<file path="src/rtl/fsr_pkg.sv">
package fsr_pkg;
    localparam int FT_W   = 7;
    localparam int REG_W  = 16;
    localparam int BIT_FV = 0;
    localparam int BIT_OW = 1;
    localparam int BIT_WR = 2;
    localparam int BIT_PR = 3;
    localparam int CT_LSB = 4;
    localparam int FT_LSB = 8;

    localparam int FTB_PRIV  = 0;
    localparam int FTB_SIDE  = 1;
    localparam int FTB_ATOM  = 2;
    localparam int FTB_PROT  = 3;
    localparam int FTB_COMBO = 4;
    localparam int FTB_BADASI = 5;

    typedef enum logic [1:0] {
        OP_LOAD   = 2'd0,
        OP_STORE  = 2'd1,
        OP_ATOMIC = 2'd2,
        OP_LDA    = 2'd3
    } op_e;

    typedef enum logic [1:0] {
        ST_EMPTY   = 2'd0,
        ST_HELD    = 2'd1,
        ST_OVERRUN = 2'd2
    } hold_e;

    typedef struct packed {
        logic [1:0]      ct;
        logic            pr;
        logic            wr;
        logic [FT_W-1:0] ft;
    } fault_rec_t;
endpackage

</file>
<file path="src/rtl/fsr_classify.sv">
module fsr_classify
    import fsr_pkg::*;
#(
    parameter int          ASI_W     = 8,
    parameter logic [7:0]  QUAD_BASE = 8'h24,
    parameter logic [7:0]  QUAD_MASK = 8'hE7
) (
    input  logic             ref_valid,
    input  logic [ASI_W-1:0] ref_asi,
    input  logic [1:0]       ref_op,
    input  logic             ref_nf_load,
    input  logic             ref_priv,
    input  logic             ref_as_if_user,
    input  logic             ref_use_asi,
    input  logic [1:0]       ref_cur_ctx,
    input  logic [1:0]       ref_asi_ctx,
    input  logic             ref_asi_nontrans,
    input  logic             ref_asi_invalid,
    input  logic             ref_bad_combo,
    input  logic             tte_hit,
    input  logic             tte_priv,
    input  logic             tte_side_eff,
    input  logic             tte_cacheable,
    input  logic             tte_writable,
    output fault_rec_t       rec,
    output logic             fault,
    output logic             miss
);
    localparam logic [ASI_W-1:0] QB = ASI_W'(QUAD_BASE);
    localparam logic [ASI_W-1:0] QM = ASI_W'(QUAD_MASK);

    op_e        op;
    logic       translating;
    logic       hit_tr;
    logic       is_write;
    logic       quad_ld;
    logic       atomic_cls;
    logic [FT_W-1:0] ft;

    always_comb begin
        op          = op_e'(ref_op);
        translating = !ref_asi_nontrans && !ref_asi_invalid;
        hit_tr      = translating && tte_hit;
        is_write    = (op == OP_STORE) || (op == OP_ATOMIC);
        quad_ld     = (op == OP_LDA) && ((ref_asi & QM) == QB);
        atomic_cls  = (op == OP_ATOMIC) || quad_ld;

        ft = '0;
        ft[FTB_PRIV]   = hit_tr && tte_priv && (!ref_priv || ref_as_if_user);
        ft[FTB_PROT]   = hit_tr && is_write && !tte_writable && !ft[FTB_PRIV];
        ft[FTB_SIDE]   = hit_tr && ref_nf_load && (op == OP_LOAD) && tte_side_eff;
        ft[FTB_ATOM]   = atomic_cls && ((hit_tr && !tte_cacheable) || ref_asi_nontrans);
        ft[FTB_COMBO]  = ref_bad_combo;
        ft[FTB_BADASI] = ref_asi_invalid;
        if (!ref_valid) ft = '0;

        rec.ft = ft;
        rec.wr = is_write;
        rec.pr = ref_priv;
        if (!translating)
            rec.ct = 2'b11;
        else if (ref_use_asi || ref_bad_combo)
            rec.ct = ref_asi_ctx;
        else
            rec.ct = ref_cur_ctx;

        fault = |ft;
        miss  = ref_valid && translating && !tte_hit && !fault;
    end
endmodule

</file>
<file path="src/rtl/fsr_ctrl.sv">
module fsr_ctrl
    import fsr_pkg::*;
(
    input  logic clk,
    input  logic rst_n,
    input  logic fault,
    input  logic sw_we,
    input  logic sw_fv,
    input  logic sw_ow,
    output logic fv,
    output logic ow
);
    hold_e state_q;
    hold_e state_d;

    always_ff @(posedge clk) begin
        if (!rst_n) state_q <= ST_EMPTY;
        else        state_q <= state_d;
    end

    always_comb begin
        state_d = state_q;
        unique case (state_q)
            ST_EMPTY: begin
                if (fault)                state_d = ST_HELD;
                else if (sw_we && sw_fv)  state_d = sw_ow ? ST_OVERRUN : ST_HELD;
            end
            ST_HELD: begin
                if (fault)                state_d = ST_OVERRUN;
                else if (sw_we && !sw_fv) state_d = ST_EMPTY;
                else if (sw_we)           state_d = sw_ow ? ST_OVERRUN : ST_HELD;
            end
            ST_OVERRUN: begin
                if (fault)                state_d = ST_OVERRUN;
                else if (sw_we && !sw_fv) state_d = ST_EMPTY;
                else if (sw_we)           state_d = sw_ow ? ST_OVERRUN : ST_HELD;
            end
            default:                      state_d = ST_EMPTY;
        endcase
    end

    always_comb begin
        fv = 1'b0;
        ow = 1'b0;
        unique case (state_q)
            ST_EMPTY:   begin fv = 1'b0; ow = 1'b0; end
            ST_HELD:    begin fv = 1'b1; ow = 1'b0; end
            ST_OVERRUN: begin fv = 1'b1; ow = 1'b1; end
            default:    begin fv = 1'b0; ow = 1'b0; end
        endcase
    end
endmodule

</file>
<file path="src/rtl/fsr_fields.sv">
module fsr_fields
    import fsr_pkg::*;
(
    input  logic       clk,
    input  logic       rst_n,
    input  logic       fault,
    input  logic       miss,
    input  logic       fv,
    input  fault_rec_t new_rec,
    input  logic       sw_we,
    input  fault_rec_t sw_rec,
    output fault_rec_t cur_rec
);
    always_ff @(posedge clk) begin
        if (!rst_n) begin
            cur_rec <= '0;
        end else if (fault) begin
            cur_rec <= new_rec;
        end else if (sw_we) begin
            cur_rec <= sw_rec;
        end else if (miss && !fv) begin
            cur_rec.ct <= new_rec.ct;
        end
    end
endmodule

</file>
<file path="src/rtl/fsr_capture.sv">
module fsr_capture
    import fsr_pkg::*;
#(
    parameter int         ASI_W     = 8,
    parameter logic [7:0] QUAD_BASE = 8'h24,
    parameter logic [7:0] QUAD_MASK = 8'hE7
) (
    input  logic             clk,
    input  logic             rst_n,
    input  logic             ref_valid,
    input  logic [ASI_W-1:0] ref_asi,
    input  logic [1:0]       ref_op,
    input  logic             ref_nf_load,
    input  logic             ref_priv,
    input  logic             ref_as_if_user,
    input  logic             ref_use_asi,
    input  logic [1:0]       ref_cur_ctx,
    input  logic [1:0]       ref_asi_ctx,
    input  logic             ref_asi_nontrans,
    input  logic             ref_asi_invalid,
    input  logic             ref_bad_combo,
    input  logic             tte_hit,
    input  logic             tte_priv,
    input  logic             tte_side_eff,
    input  logic             tte_cacheable,
    input  logic             tte_writable,
    input  logic             sw_we,
    input  logic [REG_W-1:0] sw_wdata,
    output logic [REG_W-1:0] rd_data
);
    fault_rec_t cls_rec;
    fault_rec_t held_rec;
    fault_rec_t sw_rec;
    logic       cls_fault;
    logic       cls_miss;
    logic       st_fv;
    logic       st_ow;

    fsr_classify #(
        .ASI_W(ASI_W), .QUAD_BASE(QUAD_BASE), .QUAD_MASK(QUAD_MASK)
    ) u_cls (
        .ref_valid(ref_valid), .ref_asi(ref_asi), .ref_op(ref_op),
        .ref_nf_load(ref_nf_load), .ref_priv(ref_priv),
        .ref_as_if_user(ref_as_if_user), .ref_use_asi(ref_use_asi),
        .ref_cur_ctx(ref_cur_ctx), .ref_asi_ctx(ref_asi_ctx),
        .ref_asi_nontrans(ref_asi_nontrans), .ref_asi_invalid(ref_asi_invalid),
        .ref_bad_combo(ref_bad_combo), .tte_hit(tte_hit), .tte_priv(tte_priv),
        .tte_side_eff(tte_side_eff), .tte_cacheable(tte_cacheable),
        .tte_writable(tte_writable),
        .rec(cls_rec), .fault(cls_fault), .miss(cls_miss)
    );

    fsr_ctrl u_ctrl (
        .clk(clk), .rst_n(rst_n), .fault(cls_fault), .sw_we(sw_we),
        .sw_fv(sw_wdata[BIT_FV]), .sw_ow(sw_wdata[BIT_OW]),
        .fv(st_fv), .ow(st_ow)
    );

    always_comb begin
        sw_rec.ct = sw_wdata[CT_LSB +: 2];
        sw_rec.pr = sw_wdata[BIT_PR];
        sw_rec.wr = sw_wdata[BIT_WR];
        sw_rec.ft = sw_wdata[FT_LSB +: FT_W];
        sw_rec.ft[FT_W-1] = 1'b0;
    end

    fsr_fields u_fld (
        .clk(clk), .rst_n(rst_n), .fault(cls_fault), .miss(cls_miss),
        .fv(st_fv), .new_rec(cls_rec), .sw_we(sw_we), .sw_rec(sw_rec),
        .cur_rec(held_rec)
    );

    always_comb begin
        rd_data = '0;
        rd_data[BIT_FV]          = st_fv;
        rd_data[BIT_OW]          = st_ow;
        rd_data[BIT_WR]          = held_rec.wr;
        rd_data[BIT_PR]          = held_rec.pr;
        rd_data[CT_LSB +: 2]     = held_rec.ct;
        rd_data[FT_LSB +: FT_W]  = held_rec.ft;
    end
endmodule

</file>
<file path="config.mk">
export PLATFORM = sky130hd
export DESIGN_NAME = fsr_capture
export DESIGN_NICKNAME = d
export VERILOG_FILES = /design/src/rtl/fsr_pkg.sv /design/src/rtl/fsr_classify.sv /design/src/rtl/fsr_ctrl.sv /design/src/rtl/fsr_fields.sv /design/src/rtl/fsr_capture.sv
export SDC_FILE = /design/constraint.sdc
export NUM_CORES = 1
export LEC_CHECK = 0
export ABC_CLOCK_PERIOD_IN_PS = 1700
export BUFFER_PORTS_ARGS = -buffer_cell sky130_fd_sc_hd__buf_2
export CAP_MARGIN = 20
export CORE_MARGIN = 2
export CORE_UTILIZATION = 41
export CTS_BUF_LIST = sky130_fd_sc_hd__clkbuf_2 sky130_fd_sc_hd__clkbuf_4 sky130_fd_sc_hd__clkbuf_8
export DETAILED_ROUTE_END_ITERATION = 7
export GPL_ROUTABILITY_DRIVEN = 0
export GPL_TIMING_DRIVEN = 1
export PLACE_DENSITY = 0.84
export SLEW_MARGIN = 20
export SYNTH_ARGS = -nofsm -noshare
export SYNTH_HDL_FRONTEND = slang
export SYNTH_HIERARCHICAL = 1
export SYNTH_SLANG_ARGS = --single-unit
</file>
<file path="constraint.sdc">
create_clock -name clk -period 1.7 [get_ports clk]
set_clock_uncertainty 0.15 [all_clocks]
set_input_delay 0.085 -clock clk [delete_from_list [all_inputs] [get_ports clk]]
set_output_delay 0.085 -clock clk [all_outputs]
set_load 0.01 [all_outputs]
</file>
==> flow_summary.json <==
{
  "outcome": "finished, final reports clean",
  "h-tree-depth": 1,
  "drive_gt1_share_pct": 54.84,
  "cts_tree": "built",
  "die_area_mm2": 0.003152,
  "synthCells": 119,
  "finalInstanceArea_mm2": 0.001617,
  "net-switching-power_mw": 0.3470,
  "seqPwrFrac_pct": 33.1,
  "timing.hold.ws_ns": 0.02699,
  "intPower_mw": 0.7126,
  "insertion_delay_ns": 0.26,
  "crit_arrival_ns": 1.65,
  "crit_path_max_fanout": 5,
  "vdd_drop_max_mv": 0.4673,
  "grt_pass1_wl_mm": 5.050,
  "synthTopCellsByArea": "dfxtp_1, mux2_4, mux2i_1, ha_1, buf_4",
  "syn_to_final_growth_pct": 45.01,
  "finalWorstSetupSlack_ns": 0.09735,
  "grt_use_total_pct": 19.70,
  "path_clk_slew_ns": 0.09,
  "path_class": "in -> reg",
  "combPwrFrac_pct": 47.4,
  "antenna_found_initial": 0,
  "die_y_um": 56.15,
  "finalSetupViolCount": 0,
  "yosysUniqueCellTypes": 39,
  "hold_class": "in -> reg",
  "clockPowerShare_pct": 19.6,
  "synthAdderAreaFrac_pct": 6.734,
  "drt-initial-drc-count": 32,
  "sw_frac_of_total_pct": 32.75,
  "synth.cell_area_mm2": 0.001115,
  "yosysWarnings": 6,
  "final_cell_mix": "buf_2, buf_4, nor2_1, dfxtp_1, inv_1",
  "fmax_ghz": 0.6240,
  "io_pins": 62,
  "power.density_mw_per_mm2": 655.5,
  "synth_top_family_by_area": "simple AND/OR/NAND/NOR gates",
  "synth_xor_area_share_pct": 0,
  "synth-seq-cells": 13,
  "period_share_pct": 94.27,
  "yosysTopAreaCell": "dfxtp_1",
  "seq_area_frac_synth_pct": 23.34,
  "layout_commonest_cell": "buf_2",
  "wirelength_mm": 2.905,
  "diodes": 0,
  "wire_per_inst_um": 13.45,
  "fin_cells": 216,
  "synth_top_area_share_pct": 23.34,
  "grt_max_degree": 14,
  "maxCapViolCount": 0,
  "final_core_util_pct": 64.09,
  "io_buffers": 52,
  "start_util_pct": 44.20,
  "rows": 18,
  "dp_hpwl_mm": 2.299,
  "min_period_ns": 1.603,
  "required_ns": 1.75,
  "dp_slack_ns": -0.2324,
  "synthMuxAreaShare_pct": 20.20,
  "placed_area_mm2": 0.001475,
  "num-nets-final": 239,
  "ant_nets": 0,
  "root_buffer": "clkbuf_4",
  "overflow": 0,
  "critPathCaptureType": "flop",
  "drc": 0,
  "fp.coreArea_mm2": 0.002522,
  "viasPerCell": 5.023,
  "p_leak_nw": 0.8221,
  "syn_area_per_cell_um2": 9.368,
  "hold_viol": 0,
  "first_pass_iters": 4,
  "grt_pass1_vias": 1146,
  "synth_compound_area_share_pct": 16.05,
  "cp-start-kind": "input port",
  "rsz0062_at_grt": "no",
  "synth_simple_gate_area_share_pct": 21.21,
  "cts_buffers": 3,
  "dp.cells": 208,
  "cts.sinks": 13,
  "die_w_um": 56.15,
  "clock_path_buffers": 2,
  "dr_total_vias": 1085,
  "slew_violations": 0
}
synthesized netlist by cell type:
cell / instances
inv_1: 12
nand2b_1: 3
a221oi_1: 3
a22oi_1: 1
buf_6: 2
nor2_4: 1
clkbuf_1: 1
a2111oi_4: 1
a311oi_1: 2
nor2_8: 1
nor2b_1: 1
and4bb_1: 1
a2111o_1: 1
nor3_1: 1
dfxtp_1: 13
nand2_1: 4
nand3_2: 1
nand3_1: 3
nor2_1: 12
and3_1: 1
and3b_1: 2
nor3b_1: 1
and2_1: 2
o21ai_1: 1
o21bai_2: 1
buf_4: 8
a31oi_1: 2
mux2i_1: 9
nor3b_2: 1
o221ai_1: 1
a21oi_2: 2
nand2b_4: 1
or2b_1: 1
o21ai_0: 3
o41ai_1: 1
mux2_4: 9
conb_1: 2
ha_1: 6
a22o_2: 1
what timing repair did:
item | CTS | global route
endpoints found under the setup margin | 2 | 4
resized for setup | 1 | 11
buffers inserted | 0 | 1
hold endpoints to repair | 3 | 1
pin swaps | 0 | 3
hold buffers | 2 | 1
worst paths after layout:
check	start	end	slack (ns)	cells past startpoint
worst max register to register	u_ctrl/state_q[0]	u_ctrl/state_q[0]	0.11	6
worst min register to register	u_fld/cur_rec[10]	u_fld/cur_rec[10]	0.35	2
worst max-delay path	ref_op[0]	u_ctrl/state_q[0]	0.1	9
worst min-delay path	sw_wdata[10]	u_fld/cur_rec[2]	0.03	4
sequential cells by signal, indices dropped and copies added (netlist names):
name and flops:
u_fld/cur_rec 11, u_ctrl/state_q 2
metrics by stage:
step	total power, mW	setup TNS (ns)
6_report	1.060	0
3_3_place_gp	0.7821	-0.5823
4_1_cts	1.037	0
2_1_floorplan	0.6470	0
5_1_grt	1.138	0
3_5_place_dp	0.7974	-0.9596
critical path: stages:
cell and delay (ns):
buf_2 0.10, ha_1 0.14, and4bb_1 0.23, a31oi_4 0.11
o221ai_4 0.25, buf_6 0.18, a21oi_2 0.05, a2111o_1 0.36
a21oi_2 0.14
power groups by stage:
stage	sequential (mW)	combinational, mW	clock [mW]
floorplan	0.367	0.280	0
global placement	0.354	0.428	0
detailed placement	0.356	0.441	0
CTS	0.350	0.473	0.214
global route	0.356	0.547	0.235
finish	0.350	0.502	0.207
per-layer routing:
metal,up-vias,routed length (um),GRT usage (%)
met4,0,29,5.782
li1,539,-,-
met2,42,1473,35.80
met1,500,1223,23.18
met3,4,179,3.721
met5,-,0,0
cells by family after synthesis:
kind of cell / count (synthesis)
AO/OA/AOI/OAI: 20
multiplexers: 18
buffers and inverters: 23
adder cells (fa/ha/maj): 6
AND/OR/NAND/NOR: 37
flip-flops: 13
other: 2
area by class of cell:
type | instances | area (um^2)
timing repair buffer | 71 | 414.1
multi-input combinational | 86 | 828.3
inverter | 12 | 45.04
fill | 203 | 905.9
clock buffer | 4 | 30.03
tap | 30 | 37.54
sequential | 13 | 261.5
Note: power is estimated with default switching activity, not from simulation.
